File: src/rtl/sar_spi_pkg.sv
package sar_spi_pkg;

    // Frame and field geometry
    localparam int FRAME_W   = 16;
    localparam int CNT_W     = 5;
    localparam int SET_W     = 7;
    localparam int PIN_N     = 4;
    localparam int TAG_W     = 4;
    localparam int BODY_W    = FRAME_W - TAG_W;
    localparam int CH_LSB    = 7;

    // Command bit positions decoded by the model
    localparam int BIT_PINCFG = 14;
    localparam int BIT_SELECT = 12;
    localparam int BIT_WREN   = 11;
    localparam int BIT_CLRALL = 9;

    typedef enum logic [1:0] {
        CMD_NONE   = 2'd0,
        CMD_SELECT = 2'd1,
        CMD_PINCFG = 2'd2
    } cmd_kind_e;

    // Packed so that the field order matches settings bits 6..0
    typedef struct packed {
        logic             range_x2;
        logic             pwr_down;
        logic             pin_snoop;
        logic [PIN_N-1:0] pin_lvl;
    } settings_t;

    typedef struct packed {
        cmd_kind_e        kind;
        logic             wr_en;
        logic [TAG_W-1:0] chan;
        settings_t        set;
        logic             clr_all;
        logic [PIN_N-1:0] dir;
    } cmd_t;

    function automatic cmd_t decode_cmd(input logic [FRAME_W-1:0] w);
        cmd_t c;
        if (w[BIT_PINCFG])      c.kind = CMD_PINCFG;
        else if (w[BIT_SELECT]) c.kind = CMD_SELECT;
        else                    c.kind = CMD_NONE;
        c.wr_en   = w[BIT_WREN];
        c.chan    = w[CH_LSB +: TAG_W];
        c.set     = settings_t'(w[SET_W-1:0]);
        c.clr_all = w[BIT_CLRALL];
        c.dir     = w[PIN_N-1:0];
        return c;
    endfunction

    function automatic logic [FRAME_W-1:0] pack_reply(input logic [TAG_W-1:0]  tag,
                                                      input logic [BODY_W-1:0] body);
        return {tag, body};
    endfunction

endpackage

File: src/rtl/cmd_regs.sv
module cmd_regs
    import sar_spi_pkg::*;
(
    input  logic               clk,
    input  logic               rst,
    input  logic               frame_valid,
    input  logic [FRAME_W-1:0] frame_word,
    output settings_t          set_q,
    output logic [PIN_N-1:0]   dir_q,
    output logic [TAG_W-1:0]   chan_d,
    output logic               snoop_d
);
    cmd_t             cmd;
    settings_t        set_d;
    logic [PIN_N-1:0] dir_d;
    logic [TAG_W-1:0] chan_q;

    always_comb begin
        cmd    = decode_cmd(frame_word);
        set_d  = set_q;
        dir_d  = dir_q;
        chan_d = chan_q;
        unique case (cmd.kind)
            CMD_PINCFG: begin
                if (cmd.clr_all) begin
                    set_d  = '0;
                    dir_d  = '0;
                    chan_d = '0;
                end else begin
                    dir_d = cmd.dir;
                end
            end
            CMD_SELECT: begin
                chan_d = cmd.chan;
                if (cmd.wr_en)
                    set_d = cmd.set;
            end
            default: ;
        endcase
    end

    assign snoop_d = set_d.pin_snoop;

    always_ff @(posedge clk) begin
        if (rst) begin
            set_q  <= '0;
            dir_q  <= '0;
            chan_q <= '0;
        end else if (frame_valid) begin
            set_q  <= set_d;
            dir_q  <= dir_d;
            chan_q <= chan_d;
        end
    end

    AST_HOLD_IDLE: assert property (@(posedge clk) disable iff (rst)
        !frame_valid |=> $stable(set_q) && $stable(dir_q));

    AST_NO_WRITE: assert property (@(posedge clk) disable iff (rst)
        frame_valid && cmd.kind == CMD_SELECT && !cmd.wr_en |=> $stable(set_q));

    AST_PINCFG_SET: assert property (@(posedge clk) disable iff (rst)
        frame_valid && cmd.kind == CMD_PINCFG && !cmd.clr_all |=> $stable(set_q));

    AST_CLEAR_ALL: assert property (@(posedge clk) disable iff (rst)
        frame_valid && cmd.kind == CMD_PINCFG && cmd.clr_all |=> set_q == '0 && dir_q == '0);

endmodule

File: config.mk
export PLATFORM = sky130hd
export DESIGN_NAME = cmd_regs
export DESIGN_NICKNAME = d
export VERILOG_FILES = /design/src/rtl/sar_spi_pkg.sv /design/src/rtl/cmd_regs.sv
export SDC_FILE = /design/constraint.sdc
export NUM_CORES = 1
export LEC_CHECK = 0
export ABC_AREA = 1
export BUFFER_PORTS_ARGS = -buffer_cell sky130_fd_sc_hd__buf_2
export CAP_MARGIN = 5
export CORE_MARGIN = 10
export CORE_UTILIZATION = 35
export DETAILED_ROUTE_END_ITERATION = 12
export PLACE_DENSITY = 0.6
export SYNTH_ARGS = -nofsm -noshare
export SYNTH_HDL_FRONTEND = slang
export SYNTH_SLANG_ARGS = --single-unit
File: constraint.sdc
create_clock -name clk -period 1.45 [get_ports clk]
set_input_delay 0.3625 -clock clk [delete_from_list [all_inputs] [get_ports clk]]
set_output_delay 0.3625 -clock clk [all_outputs]
set_load 0.02 [all_outputs]
==> results of run 1 <==
-- power breakdown --
part	internal, mW	switching, mW	total (mW)
Combinational	0.0949	0.141	0.236
Clock	0.107	0.133	0.239
Sequential	0.436	0.0116	0.447
Total	0.637	0.286	0.923
-- cells in the mapped netlist --
library cell,count
nor2_1,13
nand2_1,37
nor2_8,1
nand2_4,2
buf_2,1
dfxtp_1,15
nor2_2,4
buf_6,1
nor2_4,1
inv_1,12
a31oi_1,4
o21ai_0,4
a21oi_1,4
nand3_1,8
a21oi_2,2
nand2_2,3
buf_4,2
a21o_2,1
inv_2,1
clkinv_1,1
-- sequential cells by signal, summed over array words and instances, names as in the netlist --
| signal | count |
|---|---|
| set_q | 7 |
| chan_q | 4 |
| dir_q | 4 |
-- cells by family (layout without fill, tap and decap cells) --
group	Yosys count	count (layout)
AO/OA/AOI/OAI	15	15
AND/OR/NAND/NOR	69	69
buffers and inverters	18	57
flip-flops	15	15
-- cells in the final DEF (no fill, tap or decap) --
cell	n
a21oi_2	2
dfxtp_2	1
inv_2	1
nor2_8	1
inv_4	1
clkbuf_4	3
a31oi_1	4
a21o_2	1
nor2_1	13
o21ai_0	4
nor2_2	4
nand2_2	5
nor2_4	1
buf_2	26
clkbuf_1	1
nand3_1	8
buf_4	12
nand2_1	35
nand2_4	2
buf_6	1
dfxtp_1	14
a21oi_1	4
inv_1	11
clkinv_1	1
-- what timing repair did --
item	CTS	global route
endpoints found under the setup margin	0	5
resized for setup	0	13
buffers inserted	0	1
-- metal layers --
metal,track usage,routed length (um),vias up
met5,0,0,-
met4,0.05276,34,0
met3,0.02447,125,2
met2,0.1514,1064,17
met1,0.1057,902,343
li1,-,-,442
-- through the flow --
stage          utilization  area, um2
2_1_floorplan            -      800.8
3_3_place_gp        0.4609       1010
3_5_place_dp        0.4609       1010
4_1_cts             0.4729       1036
5_1_grt             0.4889       1071
6_report            0.4889       1071
-- worst paths after layout --
| check | end | slack (ns) | startpoint | cells after the start |
|---|---|---|---|---|
| worst max register to register | set_q[4] | 0.66 | set_q[4] | 6 |
| worst min-delay path | dir_q[1] | 0.31 | rst | 2 |
| worst max-delay path | chan_d[2] | 0.07 | frame_word[12] | 7 |
| worst min register to register | dir_q[3] | 0.47 | dir_q[3] | 2 |
-- layout make-up --
cell class	instances	area (um2)
clock buffers	4	26.28
fillers	231	1120
inverters	14	55.05
multi-input cells	84	421.7
flip-flops and latches	15	301.5
well taps	28	35.03
repair buffers	39	231.5
==> results.yml, run 1 <==
sta:
  fin_setup_tns_ns: 0
  period_share: 0.9509
  relSlewSlack: 0.8080
  setup_viol: 0
  fin_crit_ns: 1.379
  slew_viol_final: 0
  worst_hold_slack_ns: 0.3104
  worst_pin_slew_ns: 0.2863
  hold_viol_final: 0
  rsz0062_at_grt: "true"
  setup_slack_ns: 0.07125
  fin_worst_skew_ns: 0
  fmax_mhz: 725.3
worst_setup_path:
  crit_fanout: 5
  end_kind: "primary output"
  critPathSlowestCell: "buf_4"
  path_cells: "buf_2 > inv_4 > nand2_1 > nand2_2 > nand2_1 > nand2_1 > buf_4"
  crit_family: "buffers and inverters"
  max_stage_delay_ns: 0.13
  crit_arrival_ns: 1.02
  critPathMostFrequentCell: "nand2_1"
  path_class: "in2out"
  path_buf_inv: 3
  required_ns: 1.09
  cp-start-kind: "input port"
synthesis:
  yosys_warnings: 0
  synth_xor_area_frac: 0
  synth_cells: 117
  yosys.area_share.adder: 0
  synth_seq_cells: 15
  syn_area_um2: 800.8
  mappedNetlistNets: 136
  synthMuxAreaShare: 0
  synth_top_area_frac: 0.3750
  syn_area_per_cell_um2: 6.844
  synth_top_family_by_area: "simple AND/OR/NAND/NOR gates"
  yosysTopAreaCell: "dfxtp_1"
  yosysSeqAreaShare: 0.3750
  synth_area_leaders: "dfxtp_1 38%, nand2_1 17%, nor2_1 6.1%"
  synth-compound-area-share: 0.1141
  synth_cell_types: 20
  yosys.area_share.simple: 0.4062
cts:
  cts_root_buffer: "clkbuf_4"
  clkLatencyLatePin_ns: 0.28
  clk_pin_slew_worst_paths_ns: 0.10
  tritoncts: "done"
  cts_hold_buffers: 0
  cts.sinks: 15
  cts_buffers: 3
  htreeDepth: 1
  cts_buffer_depth: 2
power:
  power_density_nw_per_um2: 861.8
  p_leak_nw: 0.5850
  max-vdd-ir-drop_uv: 561.4
  finalPower_mw: 0.9230
grt:
  grt_pass1_vias: 733
  grt_max_degree: 11
  grt_usage: 0.09205
  antenna_found_initial: 0
  grt_pass1_wl_mm: 3.298
  gr-total-overflow: 0
place:
  place_inst: 179
  dp_hpwl_mm: 1.650
  pre_cts_slack_ns: 0.02828
  portBuffers: 32
  place.gp.congestion: 0.7635
cells_and_area:
  n_antenna_cell: 0
  stdcell_count: 184
  drive_gt1_frac: 0.3910
  nets: 176
  synthToLayoutAreaGrowth_pct: 33.75
floorplan:
  die_w_um: 67.83
  die-area_um2: 4601
  fp-row-count: 17
  die_y_um: 67.83
  core_area_um2: 2191
  num_io_pins: 35
  start_util: 0.3655
job:
  maxCapViolCount: 0
route:
  ant_nets: 0
  wl_mm: 2.126
  vias: 804
  drtPass1Iterations: 4
  drtIter0Drc: 30
  viasPerCell: 4.370
  avgRoutedWirePerCell_um: 11.55
  drc: 0
hold_path:
  hold_path.class: "in2reg"
status:
  outcome: "finished clean"
(Power assumes the default switching activity.)
==> run 2: changes to the inputs <==
--- a/config.mk
+++ b/config.mk
@@ -5,13 +5,12 @@
 export SDC_FILE = /design/constraint.sdc
 export NUM_CORES = 1
 export LEC_CHECK = 0
-export ABC_AREA = 1
 export BUFFER_PORTS_ARGS = -buffer_cell sky130_fd_sc_hd__buf_2
 export CAP_MARGIN = 5
 export CORE_MARGIN = 10
 export CORE_UTILIZATION = 35
 export DETAILED_ROUTE_END_ITERATION = 12
-export PLACE_DENSITY = 0.6
+export PLACE_DENSITY = 0.74
 export SYNTH_ARGS = -nofsm -noshare
 export SYNTH_HDL_FRONTEND = slang
 export SYNTH_SLANG_ARGS = --single-unit
==> run 2 against run 1 <==
Net effect: synthesized cell count is 25% lower; clock-buffer cell count is 1 lower; critical path depth is 2 lower; design area is 0.93% higher; first-iteration DRC count is 10% higher; critical path type unchanged.
==> results.yml, run 2 <==
route:
  viasPerCell: 4.981
  drtIter0Drc: 33
  drc: 0
  wl_mm: 2.122
  avgRoutedWirePerCell_um: 13.35
  drtPass1Iterations: 4
  vias: 792
  ant_nets: 0
worst_setup_path:
  crit_start: "frame_word[14]"
  worst-r2r-cell-count: 3
  critPathSlowestCell: "and3b_2"
  crit_arrival_ns: 1.08
  required_ns: 1.09
  max_stage_delay_ns: 0.26
  end_kind: "primary output"
  path_class: "in2out"
  path_cells: "buf_12 > and3b_2 > nor2_2 > a22o_1 > buf_6"
  timing.rr.start: "set_q[4]"
  crit_fanout: 8
  cp-start-kind: "input port"
synthesis:
  synth_seq_cells: 15
  yosys_most_used_dff: "dfxtp_1"
  syn_area_per_cell_um2: 8.474
  synth_top_area_frac: 0.4027
  yosysSeqAreaShare: 0.4027
  synth_area_leaders: "dfxtp_1 40%, nand2_1 11%, mux2i_1 9.4%"
  mappedNetlistNets: 107
  yosysTopAreaCell: "dfxtp_1"
  synthTopCellsByCount: "22 x nand2_1, 15 x dfxtp_1, 7 x mux2i_1, 7 x nand2b_1, 6 x a21oi_1"
  yosysMostFrequentCell: "nand2_1"
  syn_area_um2: 745.7
  synth_cells: 88
  synth_cell_types: 23
  synth_edf_count: 0
  yosys_warnings: 0
  synthArstFlopShare: 0
grt:
  antenna_found_initial: 0
  grt_pass1_wl_mm: 3.498
  grt_pass1_vias: 844
  met3_usage: 0.05932
  use_met1: 0.1060
  grt_max_degree: 18
  grt_busiest_layer: "met2"
  gr-total-overflow: 0
  grt_usage: 0.09881
  grtUsageMet2: 0.1627
place:
  portBuffers: 32
  dp_hpwl_mm: 1.658
  place.gp.congestion: 0.7654
  pre_cts_slack_ns: -0.09755
hold_path:
  whs_path_depth: 3
  min_from: "frame_word[6]"
  hold_path.class: "in2reg"
sta:
  worst_pin_slew_ns: 0.2906
  period_share: 0.9949
  relSlewSlack: 0.8056
  rsz0062_at_grt: "true"
  setup_viol: 0
  setup_slack_ns: 0.007386
  fmax_mhz: 693.2
  fin_crit_ns: 1.443
  fin_worst_skew_ns: 0
  slew_viol_final: 0
  hold_viol_final: 0
power:
  power_density_nw_per_um2: 769.5
  max-vdd-ir-drop_uv: 594.1
  p_leak_nw: 0.5132
  finalPower_mw: 0.8319
cts:
  cts_buffer_depth: 2
  cts.sinks: 15
  tritoncts: "done"
  htreeDepth: 1
  clkLatencyLatePin_ns: 0.28
  cts_root_buffer: "clkbuf_4"
  cts_buffers: 3
  clk_pin_slew_worst_paths_ns: 0.09
cells_and_area:
  drive_gt1_frac: 0.4015
  nets: 152
  synthToLayoutAreaGrowth_pct: 44.97
  utilization: 0.5400
  top_register: "set_q"
  final_common_cell: "buf_2"
  final_cell_mix: "26 x buf_2, 22 x nand2_1, 15 x dfxtp_1"
  largest_register_ffs: 7
  n_antenna_cell: 0
  reg_top3: "set_q x7, chan_q x4, dir_q x4"
floorplan:
  num_io_pins: 35
  start_util: 0.3725
  die_w_um: 66.16
  die_y_um: 66.16
  fp-row-count: 16
  die-area_um2: 4377
  core_area_um2: 2002
job:
  maxCapViolCount: 0
status:
  outcome: "finished clean"
==> run 2: changes by cell type after synthesis, sizes merged, moves of 7 or more <==
cell	before	now
nor2	19	2
nand3	8	1
nand2b	0	7
inv	13	4
mux2i	0	7
nand2	42	22
==> run 2: per-layer routing <==
layer,wire length (um),share of wire,up-vias
met3,232,0.11,4
li1,-,-,396
met2,940,0.44,37
met4,21,0.0099,0
met1,928,0.44,355
met5,0,0,-
==> run 2: critical path: cells and delay by family <==
| family | cells | cell delay [ns] |
|---|---|---|
| AO/OA/AOI/OAI | 1 | 0.18 |
| buffers and inverters | 2 | 0.24 |
| AND/OR/NAND/NOR | 2 | 0.30 |
==> run 2: repair_timing <==
item,CTS,global route
hold buffers,0,0
pin swaps,0,2
setup buffers,0,2
setup endpoints to repair,5,5
hold endpoints to repair,0,0
gates resized for setup,8,8
==> run 2: area by class of cell <==
class | count | area, um2
Clock buffer | 3 | 22.52
Clock inverter | 1 | 5.005
Fill cell | 198 | 920.9
Inverter | 4 | 15.01
Multi-Input combinational cell | 66 | 422.9
Sequential cell | 15 | 300.3
Tap cell | 27 | 33.78
Timing Repair Buffer | 43 | 281.5
==> run 2: cell families (layout without fill, tap and decap cells) <==
group | Yosys count | count (layout) | synth area share
AND/OR/NAND/NOR | 42 | 42 | 0.2987
AO/OA/AOI/OAI | 17 | 17 | 0.1661
flip-flops | 15 | 15 | 0.4027
multiplexers | 7 | 7 | 0.09396
buffers and inverters | 7 | 51 | 0.03858
==> run 2: final timing paths <==
check / slack, ns / to
max: 0.007 / snoop_d
min: 0.32 / set_q[6]
max reg2reg: 0.39 / set_q[4]
min reg2reg: 0.45 / dir_q[3]
==> run 2: power breakdown <==
part / switching (mW) / internal (mW)
registers: 0.00450 / 0.421
clock network: 0.137 / 0.102
logic: 0.0852 / 0.0824
total: 0.227 / 0.605
==> run 2: metrics by stage <==
| step | cell area [um2] | TNS, ns | hold slack, ns | instances |
|---|---|---|---|---|
| 6_report | 1081 | 0 | 0.3206 | 159 |
| 5_1_grt | 1081 | -0.1095 | 0.3273 | 159 |
| 3_5_place_dp | 993.5 | -0.4612 | 0.4420 | 153 |
| 3_3_place_gp | 993.5 | -0.2462 | 0.4429 | 153 |
| 2_1_floorplan | 745.7 | 0 | 0.4548 | 88 |
| 4_1_cts | 1041 | -0.003514 | 0.3133 | 157 |
==> run 3: changes to the inputs <==
--- a/config.mk
+++ b/config.mk
@@ -5,7 +5,7 @@
 export SDC_FILE = /design/constraint.sdc
 export NUM_CORES = 1
 export LEC_CHECK = 0
-export BUFFER_PORTS_ARGS = -buffer_cell sky130_fd_sc_hd__buf_2
+export BUFFER_PORTS_ARGS = -buffer_cell sky130_fd_sc_hd__buf_4
 export CAP_MARGIN = 5
 export CORE_MARGIN = 10
 export CORE_UTILIZATION = 35
==> constraint.sdc (replaced) <==
create_clock -name clk -period 1.45 [get_ports clk]
set_input_delay 0.3625 -clock clk [delete_from_list [all_inputs] [get_ports clk]]
set_output_delay 0.3625 -clock clk [all_outputs]
set_load 0.05 [all_outputs]
==> run 3 against run 2 <==
Net effect: the run now ends with negative setup slack left; fmax fell by 2.7%; first-iteration DRC count fell by 18%; setup slack got worse by 0.040 ns; non-clock buffer count rose by 1; die area did not move; utilization rose by 7.0 points; clock-buffer cell count did not move; register-to-register slack improved by 0.02 ns; routed wire length rose by 7.0%; via count rose by 0.51%; critical path type unchanged; critical endpoint unchanged; highest routed layer is now met3.
==> results.yml, run 3 (synthesis results as in run 2) <==
status:
  outcome: "complete, but fails checks"
  violations: "negative setup slack"
power:
  switching_share: 0.2954
  p_int_mw: 0.6336
  seq_power_share: 0.474
  p_leak_nw: 0.5552
  p_clk_frac: 0.264
  power.switching_mw: 0.2656
  max-vdd-ir-drop_uv: 636.7
  finalPower_mw: 0.8992
  power_density_nw_per_um2: 736.3
  p_comb_frac: 0.262
sta:
  relSlewSlack: 0.8090
  period_share: 1.023
  worst_hold_slack_ns: 0.3332
  setup_slack_ns: -0.03295
  fmax_mhz: 674.3
  slew_viol_final: 0
  hold_viol_final: 0
  fin_worst_skew_ns: 0
  setup_viol: 2
  worst_pin_slew_ns: 0.2854
  rsz0062_at_grt: "true"
  fin_crit_ns: 1.483
route:
  vias: 796
  viasPerCell: 4.975
  ant_nets: 0
  drtPass1Iterations: 4
  drc: 0
  drtIter0Drc: 27
  wl_mm: 2.271
  avgRoutedWirePerCell_um: 14.19
cells_and_area:
  reg_top3: "set_q x7, chan_q x4, dir_q x4"
  final_common_cell: "buf_4"
  n_antenna_cell: 0
  final_cell_mix: "38 x buf_4, 16 x nand2_1, 15 x dfxtp_1"
  regArea_um2: 300.3
  utilization: 0.6100
  top_register: "set_q"
  drive_gt1_frac: 0.4586
  largest_register_ffs: 7
  multiInputGateArea_um2: 471.7
  nFillCells: 198
  synthToLayoutAreaGrowth_pct: 63.76
  nets: 153
place:
  portBuffers: 32
  place.gp.congestion: 0.7730
  dp_hpwl_mm: 1.710
worst_setup_path:
  required_ns: 1.09
  max_stage_delay_ns: 0.24
  path_buf_inv: 2
  path_class: "in2out"
  crit_fanout: 6
  end_kind: "primary output"
  cp-start-kind: "input port"
  r2r_setup_slack_ns: 0.41
  critPathSlowestCell: "and3b_1"
  path_cells: "buf_12 > and3b_1 > nor2_1 > a22o_2 > buf_6"
  crit_arrival_ns: 1.12
  crit_family: "simple AND/OR/NAND/NOR gates"
cts:
  htreeDepth: 1
  cts_root_buffer: "clkbuf_4"
  clk_pin_slew_worst_paths_ns: 0.09
  cts_buffers: 3
  cts_buffer_depth: 2
  cts_hold_buffers: 0
  cts.sinks: 15
  tritoncts: "done"
  clkLatencyLatePin_ns: 0.28
grt:
  grt_pass1_vias: 852
  antenna_found_initial: 0
  gr-total-overflow: 0
  grt_usage: 0.1109
  grt_pass1_wl_mm: 3.898
  grt_max_degree: 18
floorplan:
  core_area_um2: 2002
  num_io_pins: 35
  die_w_um: 66.16
  start_util: 0.3725
  fp-row-count: 16
  die_y_um: 66.16
  die-area_um2: 4377
job:
  maxCapViolCount: 0
hold_path:
  hold_path.class: "in2reg"
==> run 3: cell types whose count changed in the layout (fill, tap and decap cells not counted), sizes merged <==
cell  previous run  this run
buf             43        44
==> run 3: routing by layer <==
metal	GRT usage	share of wire	up-vias
met3	0.06271	0.087	0
li1	-	-	398
met5	0	0	-
met4	0.01571	0	0
met2	0.1962	0.51	25
met1	0.1131	0.40	373
==> run 3: power groups by stage <==
stage / Sequential [mW] / Clock, mW / Combinational, mW
finish: 0.426 / 0.237 / 0.236
global route: 0.428 / 0.270 / 0.253
CTS: 0.426 / 0.245 / 0.226
floorplan: 0.453 / 0 / 0.0919
detailed placement: 0.435 / 0 / 0.204
global placement: 0.435 / 0 / 0.200
==> run 3: stage by stage <==
step	instances	TNS [ns]	instance area, um2	setup WS, ns
floorplan	88	0	758.2	0.06772
global placement	154	-0.4182	1094	-0.1087
detailed placement	154	-0.4157	1094	-0.1074
CTS	160	-0.04512	1186	-0.02435
global route	160	-0.1445	1221	-0.05175
finish	160	-0.03690	1221	-0.03295
==> run 3: worst min-delay path, cell delays in order <==
cell     delay [ns]
buf_4          0.11
nand2_1        0.05
mux2i_1        0.05
==> run 3: area by class of cell <==
type,count,share of cell area
repair buffers,44,0.3053
flip-flops and latches,15,0.2459
multi-input cells,66,0.3863
clock buffers,3,0.01844
well taps,27,0.02766
inverters,4,0.01230
clock inverters,1,0.004098
==> run 3: final timing paths <==
check / startpoint / depth (start not counted) / end
setup / recovery: frame_word[14] / 5 / snoop_d
hold / removal: frame_word[5] / 3 / set_q[5]
setup reg to reg: set_q[4] / 3 / set_q[4]
hold reg to reg: dir_q[1] / 2 / dir_q[1]
==> run 3: repair_timing <==
action                                  4_1_cts  5_1_grt
endpoints found under the setup margin        4        4
pin swaps                                     4        0
buffers inserted                              2        0
resized for setup                            14        7
endpoints found under the hold margin         0        0
